--- config.mk ---
export PLATFORM = sky130hd
export DESIGN_NAME = isa_refresh_gen
export DESIGN_NICKNAME = d
export VERILOG_FILES = /design/src/rtl/isa_rfsh_pkg.sv /design/src/rtl/rfsh_interval_timer.sv /design/src/rtl/rfsh_row_counter.sv /design/src/rtl/rfsh_sequencer.sv /design/src/rtl/isa_refresh_gen.sv
export SDC_FILE = /design/constraint.sdc
export NUM_CORES = 1
export LEC_CHECK = 0
export BUFFER_PORTS_ARGS = -buffer_cell sky130_fd_sc_hd__clkbuf_2
export CORE_ASPECT_RATIO = 1.1
export CORE_MARGIN = 1.5
export CORE_UTILIZATION = 45
export CTS_CLUSTER_DIAMETER = 60
export DETAILED_ROUTE_END_ITERATION = 8
export PLACE_DENSITY_LB_ADDON = 0.15
export REMOVE_ABC_BUFFERS = 1
export SLEW_MARGIN = 20
export SYNTH_ARGS = -nofsm -noshare
export SYNTH_HDL_FRONTEND = slang
export SYNTH_SLANG_ARGS = --single-unit
--- constraint.sdc ---
create_clock -name clk -period 3 [get_ports clk]
set_clock_uncertainty 0.1 [all_clocks]
set_input_delay 0.3 -clock clk [delete_from_list [all_inputs] [get_ports clk]]
set_output_delay 0.3 -clock clk [all_outputs]
set_load 0.01 [all_outputs]
--- src/rtl/isa_rfsh_pkg.sv ---
// Package: shared types for the refresh cycle generator.
// Assumes: one sequencer state encoding is shared by the sequencer, the top
// level output decode and the bound checker.
package isa_rfsh_pkg;

    typedef enum logic [2:0] {
        ST_IDLE       = 3'd0,
        ST_REQUEST    = 3'd1,
        ST_ADDR_SETUP = 3'd2,
        ST_READ_PULSE = 3'd3,
        ST_RECOVER    = 3'd4
    } rfsh_state_e;

    // Largest of three positive lengths; used to size the phase counter.
    function automatic int max3(input int a, input int b, input int c);
        int m;
        m = (a > b) ? a : b;
        return (m > c) ? m : c;
    endfunction

endpackage

--- src/rtl/rfsh_interval_timer.sv ---
// Module: free-running interval timer.
// Does: raises tick_o for one clock every INTERVAL_CLKS clocks.
// Assumes: INTERVAL_CLKS >= 2; the timer never stops, so the tick schedule
// does not depend on how long bus arbitration takes.
module rfsh_interval_timer #(
    parameter int INTERVAL_CLKS = 214
) (
    input  logic clk,
    input  logic rst_n,
    output logic tick_o
);
    localparam int CW = (INTERVAL_CLKS > 1) ? $clog2(INTERVAL_CLKS) : 1;
    localparam logic [CW-1:0] RELOAD = CW'(INTERVAL_CLKS - 1);

    logic [CW-1:0] cnt_q;

    // Count down and reload on reaching zero.
    always_ff @(posedge clk) begin
        if (!rst_n)
            cnt_q <= RELOAD;
        else if (cnt_q == '0)
            cnt_q <= RELOAD;
        else
            cnt_q <= cnt_q - 1'b1;
    end

    assign tick_o = (cnt_q == '0);

endmodule

--- src/rtl/rfsh_row_counter.sv ---
// Module: refresh row counter.
// Does: holds the row for the next refresh cycle and adds one on advance_i.
// Assumes: advance_i pulses once, at the end of each completed cycle; the
// count wraps naturally at 2**ROW_W.
module rfsh_row_counter #(
    parameter int ROW_W = 8
) (
    input  logic             clk,
    input  logic             rst_n,
    input  logic             advance_i,
    output logic [ROW_W-1:0] row_o
);
    logic [ROW_W-1:0] row_q;

    // Step the row after each finished refresh cycle.
    always_ff @(posedge clk) begin
        if (!rst_n)
            row_q <= '0;
        else if (advance_i)
            row_q <= row_q + 1'b1;
    end

    assign row_o = row_q;

endmodule

--- src/rtl/rfsh_sequencer.sv ---
// Module: refresh cycle sequencer with DMA hold handshake.
// Does: queues interval ticks, requests the bus, waits for acknowledge, then
// steps through address setup, read pulse and recovery; flags overruns.
// Assumes: hack_i is meaningful only while hreq_o is high; every timed phase
// lasts at least one clock.
module rfsh_sequencer
    import isa_rfsh_pkg::*;
#(
    parameter int SETUP_CLKS   = 1,
    parameter int PULSE_CLKS   = 2,
    parameter int RECOVER_CLKS = 1
) (
    input  logic        clk,
    input  logic        rst_n,
    input  logic        tick_i,
    input  logic        hack_i,
    output rfsh_state_e state_o,
    output logic        hreq_o,
    output logic        done_o,
    output logic        overrun_o
);
    localparam int LONGEST = max3(SETUP_CLKS, PULSE_CLKS, RECOVER_CLKS);
    localparam int PW      = $clog2(LONGEST + 1);

    rfsh_state_e   st_q, st_d;
    logic [PW-1:0] ph_q;
    logic          pend_q, rel_q, ovr_q;
    logic          start, last_ph, timed;

    // Mark the final clock of the current timed phase.
    always_comb begin
        timed   = 1'b1;
        last_ph = 1'b0;
        case (st_q)
            ST_ADDR_SETUP: last_ph = (ph_q == PW'(SETUP_CLKS - 1));
            ST_READ_PULSE: last_ph = (ph_q == PW'(PULSE_CLKS - 1));
            ST_RECOVER:    last_ph = (ph_q == PW'(RECOVER_CLKS - 1));
            default:       timed   = 1'b0;
        endcase
    end

    assign start = (st_q == ST_REQUEST) && hack_i;

    // Next-state decision for the cycle sequence.
    always_comb begin
        st_d = st_q;
        case (st_q)
            ST_IDLE:       if (pend_q && !rel_q) st_d = ST_REQUEST;
            ST_REQUEST:    if (hack_i)           st_d = ST_ADDR_SETUP;
            ST_ADDR_SETUP: if (last_ph)          st_d = ST_READ_PULSE;
            ST_READ_PULSE: if (last_ph)          st_d = ST_RECOVER;
            ST_RECOVER:    if (last_ph)          st_d = ST_IDLE;
            default:                             st_d = ST_IDLE;
        endcase
    end

    // State register and per-phase clock counter.
    always_ff @(posedge clk) begin
        if (!rst_n) begin
            st_q <= ST_IDLE;
            ph_q <= '0;
        end else begin
            st_q <= st_d;
            if (!timed || st_d != st_q)
                ph_q <= '0;
            else
                ph_q <= ph_q + 1'b1;
        end
    end

    // Pending request: set by a tick, cleared when a cycle takes the bus.
    always_ff @(posedge clk) begin
        if (!rst_n)
            pend_q <= 1'b0;
        else
            pend_q <= tick_i | (pend_q & ~start);
    end

    // Sticky overrun: a tick arrived while a request was still waiting.
    always_ff @(posedge clk) begin
        if (!rst_n)
            ovr_q <= 1'b0;
        else if (tick_i && pend_q && !start)
            ovr_q <= 1'b1;
    end

    // Keep the hold asserted for one clock after the strobe rises.
    always_ff @(posedge clk) begin
        if (!rst_n)
            rel_q <= 1'b0;
        else
            rel_q <= done_o;
    end

    assign done_o    = (st_q == ST_RECOVER) && last_ph;
    assign hreq_o    = (st_q != ST_IDLE) || rel_q;
    assign overrun_o = ovr_q;
    assign state_o   = st_q;

endmodule

--- src/rtl/isa_refresh_gen.sv ---
// Module: top level of the expansion-bus DRAM refresh cycle generator.
// Does: joins timer, row counter and sequencer, and decodes the bus strobes,
// address and output enables from the sequencer state.
// Assumes: clk is the bus oscillator; output enables drive external
// tri-state buffers; ADDR_W > ROW_W.
module isa_refresh_gen
    import isa_rfsh_pkg::*;
#(
    parameter int INTERVAL_CLKS = 214,
    parameter int SETUP_CLKS    = 1,
    parameter int PULSE_CLKS    = 2,
    parameter int RECOVER_CLKS  = 1,
    parameter int ROW_W         = 8,
    parameter int ADDR_W        = 20
) (
    input  logic              clk,
    input  logic              rst_n,
    input  logic              dma_hack,
    output logic              dma_hreq,
    output logic              rfsh_n_o,
    output logic              rfsh_oe,
    output logic              memr_n_o,
    output logic              memr_oe,
    output logic [ADDR_W-1:0] sa_o,
    output logic              sa_oe,
    output logic              overrun_o
);
    localparam int HIGH_W = ADDR_W - ROW_W;

    logic             tick;
    logic             done;
    logic             on_bus;
    logic [ROW_W-1:0] row_q;
    rfsh_state_e      state;

    rfsh_interval_timer #(
        .INTERVAL_CLKS(INTERVAL_CLKS)
    ) u_timer (
        .clk    (clk),
        .rst_n  (rst_n),
        .tick_o (tick)
    );

    rfsh_row_counter #(
        .ROW_W(ROW_W)
    ) u_rows (
        .clk       (clk),
        .rst_n     (rst_n),
        .advance_i (done),
        .row_o     (row_q)
    );

    rfsh_sequencer #(
        .SETUP_CLKS  (SETUP_CLKS),
        .PULSE_CLKS  (PULSE_CLKS),
        .RECOVER_CLKS(RECOVER_CLKS)
    ) u_seq (
        .clk       (clk),
        .rst_n     (rst_n),
        .tick_i    (tick),
        .hack_i    (dma_hack),
        .state_o   (state),
        .hreq_o    (dma_hreq),
        .done_o    (done),
        .overrun_o (overrun_o)
    );

    // The bus belongs to the refresh cycle from address setup to recovery end.
    always_comb begin
        on_bus = (state == ST_ADDR_SETUP) || (state == ST_READ_PULSE) ||
                 (state == ST_RECOVER);
    end

    assign rfsh_n_o = ~on_bus;
    assign rfsh_oe  = on_bus;
    assign memr_n_o = ~(state == ST_READ_PULSE);
    assign memr_oe  = on_bus;
    assign sa_oe    = on_bus;
    assign sa_o     = on_bus ? {{HIGH_W{1'b0}}, row_q} : '0;

endmodule


==> results.txt, run 1 <==
Remaining DRCs -> 0
ys flop type -> dfxtp_1
setup TNS -> 0 ns
Yosys top cell area share -> 36.0%
mapped cell area -> 1340 um2
via count -> 1,076
Overall Global Routing Usage -> 17.1%
path type of the worst min-delay path -> in2reg
Slew headroom -> 63.4%
worst setup margin -> 0.854 ns
final hold violation count -> 0
Initial Utilization -> 47.7%
# hold bufs at CTS -> 0
Setup CP Type -> reg2out
grt total ovfl -> 0
crit-path max cell delay -> 0.59 ns
setup repair bufs after CTS -> 0
CP max FO -> 13
pre-CTS setup slack -> 0.936 ns
FMAX -> 466 MHz
share of flip-flops with an asynchronous set or reset -> 0%
Data arrival, critical path -> 1.75 ns
total CTS buffers -> 3
HPWL after DPL -> 1840 um
fin crit period -> 2.15 ns
Max stage delay cell, worst path -> dfxtp_1
WP buf/inv -> 2
CP top delay family -> flip-flops
vias in the first global route -> 996
startpoint types -> flop
Seq/Total Area, Yosys -> 36.0%
Worst-Margin Slew -> 0.545 ns
Worst-Skew Late Latency -> 0.31 ns
nature of the critical path endpoint -> output port
drt first pass iters -> 4
diodes inserted -> 0
Post-synth EDFFs -> 0
DRT antenna net count -> 0
count of different cell masters after synthesis -> 40
final worst path period share -> 71.5%
Worst-path clk slew -> 0.13 ns
die area -> 3310 um2
Commonest cells post-synth -> dfxtp_1 (24), buf_4 (14), nand2_1 (12), nor2_1 (11)
Req. time, crit path -> 2.60 ns
Post-Route WL -> 2460 um
H-tree Lvls -> 1
non-filler cells, final -> 203
port bufs -> 17
WL per Instance -> 12.1 um
minimum hold slack -> 0.180 ns
Power Density -> 380 nW/um2
Mapped Avg Cell Area -> 8.46 um2
DR vias/cell -> 5.30
leading area contributor after synthesis -> dfxtp_1
CTS Sinks -> 24
Std-Cell Rows -> 20
top post-synthesis cells by area -> dfxtp_1 (36%), buf_4 (7.9%), ha_1 (4.7%), nor2b_1 (4.2%), a21oi_1 (3.4%)
Starting DRT DRC Count -> 23
final-stage net count -> 179
initial antenna violation count -> 0
Chip Height -> 60.2 um
most frequent cell after synthesis -> dfxtp_1
first-pass GRT wire length -> 4130 um
Yosys reg bits -> 24
DP Cell Count -> 199
I/O pin total -> 30
Post-CTS Resized -> 0
clk buf depth -> 2
Mapped Cells -> 158
RePlAce Congestion -> 0.767
Peak VDD IR -> 214 uV
largest net degree at the start of global routing -> 15
Yosys warning total -> 0
count of final setup violators -> 0
Die Wd -> 55.0 um
Leak Pwr -> 0.529 nW
layout cells sized above 1 -> 16.5%
root buffer cell -> clkbuf_4
status -> completed
CP cell instances -> nor2_1 > a21oi_2 > inv_1 > clkbuf_2
synthesis-to-finish area growth -> 5.43%
Tot Pwr -> 0.536 mW
RSZ-0062 raised after global routing -> no
Pins Over Slew Limit -> 0
CTS tree -> yes
MaxCap Viol Count -> 0
core area -> 2800 um2
[layer usage]
layer  up-vias  routed length, um  GRT usage [%]
met2        20               1250           30.1
met1       508               1120           20.3
met4         0                 17           7.32
li1        546                  -              -
met5         -                  0              0
met3         2                 78           2.25
[metrics by stage]
stage	area [um2]	util, %
final	1410	50.3
after floorplan	1250	-
after global routing	1410	50.3
after CTS	1410	50.3
after global placement	1370	49.0
after detailed placement	1370	49.0
[power breakdown]
part           total (mW)  internal [mW]  switching [mW]
clock network       0.170         0.0741          0.0962
logic              0.0334         0.0116          0.0218
registers           0.332          0.325         0.00748
total               0.536          0.410           0.125
[state kept, by name, indices dropped and copies added, names as in the netlist]
signal,count
u_timer.cnt_q,8
u_rows.row_o,8
u_seq.rel_q,1
u_seq.pend_q,1
u_seq.state_o,3
u_seq.ph_q,2
u_seq.overrun_o,1
[cells by family after synthesis]
logic type                 share of synthesized area, %
DFF                                                36.0
and+or+nand+nor                                    28.0
AOI/OAI and AO/OA                                  13.8
buffers and inverters                              12.4
other                                             0.281
xor gates and xnor gates                           2.62
adders and majority gates                          4.68
muxes                                              2.34
[worst paths after layout]
kind / start / endpoint / slack, ns / depth (start not counted)
worst min register to register: u_timer.cnt_q[0]$_SDFF_PP1_ / u_timer.cnt_q[0]$_SDFF_PP1_ / 0.32 / 1
worst max-delay path: u_seq.state_o[0]$_SDFF_PN0_ / sa_oe / 0.85 / 4
worst max register to register: u_seq.ph_q[0]$_SDFF_PP0_ / u_rows.row_o[6]$_SDFFE_PN0P_ / 0.91 / 5
worst min-delay path: rst_n / u_timer.cnt_q[7]$_SDFF_PP1_ / 0.18 / 2
[placed cells by master (no fill, tap or decap), types with 5 or more instances in the layout]
| cell type | count |
|---|---|
| ha_1 | 5 |
| nand2_1 | 12 |
| nor2_1 | 11 |
| o31ai_1 | 5 |
| a21oi_1 | 9 |
| o21ai_0 | 6 |
| conb_1 | 12 |
| nor2b_1 | 9 |
| nor3b_1 | 5 |
| dfxtp_1 | 24 |
| clkbuf_2 | 17 |
| inv_1 | 9 |
[layout make-up]
class	instances	area, um2
clock buffers	4	36.3
fillers	280	1390
inverters	9	33.8
multi-input cells	116	732
flip-flops and latches	24	480
well taps	33	41.3
repair buffers	17	85.1
Note: power is estimated with default switching activity, not from simulation.
==> inputs of run 2 (changes only) <==
- clock period: 3 -> 1.8 ns (I/O delays scaled with it)
==> results.txt, run 2 (synthesis gave the netlist of run 1 again) <==
Req. time, crit path -> 1.52 ns
RePlAce Congestion -> 0.723
DRT antenna net count -> 0
fillcell total -> 274
synthesis-to-finish area growth -> 9.18%
diodes inserted -> 0
fin crit period -> 1.72 ns
Data arrival, critical path -> 1.44 ns
CP cell instances -> nor2b_2 > a21oi_4 > inv_1 > clkbuf_2
final-stage net count -> 184
Chip Height -> 60.2 um
dpl cell area -> 1410 um2
WL per Instance -> 11.7 um
DP Cell Count -> 204
fin area -> 1460 um2
RSZ-0062 raised after global routing -> yes
MaxCap Viol Count -> 0
Leak Pwr -> 0.557 nW
Post-Route WL -> 2430 um
DR vias/cell -> 5.28
Remaining DRCs -> 0
crit-path max cell delay -> 0.49 ns
Power Density -> 619 nW/um2
Worst-Skew Late Latency -> 0.32 ns
initial antenna violation count -> 0
Tot Pwr -> 0.903 mW
Peak VDD IR -> 359 uV
commonest non-fill, non-tap cell in the layout -> dfxtp_1
grt total ovfl -> 0
Starting DRT DRC Count -> 32
nature of the critical path endpoint -> output port
FMAX -> 583 MHz
Die Wd -> 55.0 um
total CTS buffers -> 3
first-pass GRT wire length -> 4040 um
startpoint types -> flop
count of final setup violators -> 0
Worst-path clk slew -> 0.14 ns
non-filler cells, final -> 208
die area -> 3310 um2
H-tree Lvls -> 1
final hold violation count -> 0
final worst path period share -> 95.4%
CTS Sinks -> 24
core area -> 2800 um2
vias in the first global route -> 954
via count -> 1,099
layout cells sized above 1 -> 20.6%
status -> completed
CP top delay family -> flip-flops
Initial Utilization -> 47.7%
clk buf depth -> 2
port bufs -> 17
Post-CTS Resized -> 3
path type of the worst min-delay path -> in2reg
I/O pin total -> 30
CTS tree -> yes
drt first pass iters -> 4
root buffer cell -> clkbuf_4
CP max FO -> 10
Overall Global Routing Usage -> 16.6%
Std-Cell Rows -> 20
minimum hold slack -> 0.0425 ns
Max stage delay cell, worst path -> dfxtp_1
setup repair bufs after CTS -> 0
Pins Over Slew Limit -> 0
# hold bufs at CTS -> 0
largest net degree at the start of global routing -> 14
HPWL after DPL -> 1830 um
most frequent cells in the layout -> dfxtp_1 (22), clkbuf_2 (17), nand2_1 (12), conb_1 (12), nor2_1 (11)
WP buf/inv -> 2
Setup CP Type -> reg2out
==> run 2: path summary, 6_finish.rpt <==
path	start	to	slack [ns]	cells after the start
worst max-delay path	u_seq.state_o[2]$_SDFF_PN0_	rfsh_oe	0.08	4
worst min register to register	u_timer.cnt_q[0]$_SDFF_PP1_	u_timer.cnt_q[0]$_SDFF_PP1_	0.33	1
worst max register to register	u_seq.ph_q[0]$_SDFF_PP0_	u_rows.row_o[3]$_SDFFE_PN0P_	0.13	6
worst min-delay path	dma_hack	u_seq.state_o[1]$_SDFF_PN0_	0.04	3
==> run 2: metal layers <==
metal	track usage, %	up-vias	part of all wire [%]
li1	-	556	-
met1	19.4	515	45
met2	29.8	24	50
met3	2.25	4	3.7
met4	6.27	0	1.2
met5	0	-	0
==> run 2: layout make-up <==
| cell class | instances | area (um2) | share of cell area [%] |
|---|---|---|---|
| sequential | 24 | 483 | 33.1 |
| inverter | 9 | 33.8 | 2.32 |
| multi-input combinational | 116 | 742 | 50.9 |
| tap | 33 | 41.3 | 2.83 |
| timing repair buffer | 22 | 123 | 8.40 |
| clock buffer | 4 | 36.3 | 2.49 |
==> run 2: stage by stage <==
step | setup WS [ns] | setup TNS [ns] | util, %
2_1_floorplan | -0.00893 | -0.00893 | -
3_3_place_gp | 0.197 | 0 | 50.3
3_5_place_dp | 0.161 | 0 | 50.3
4_1_cts | 0.0315 | 0 | 52.0
5_1_grt | -0.0165 | -0.0165 | 52.1
6_report | 0.0833 | 0 | 52.1
==> run 2: report_power, final <==
part	internal (mW)	switching, mW
Sequential	0.541	0.0123
Clock	0.124	0.170
Combinational	0.0195	0.0356
Total	0.684	0.218
==> run 2: worst min-delay path: cells and delay by family <==
| family | cells | cell delay (ns) |
|---|---|---|
| and+or+nand+nor | 1 | 0.10 |
| buffers and inverters | 1 | 0.10 |
| AOI/OAI and AO/OA | 1 | 0.06 |
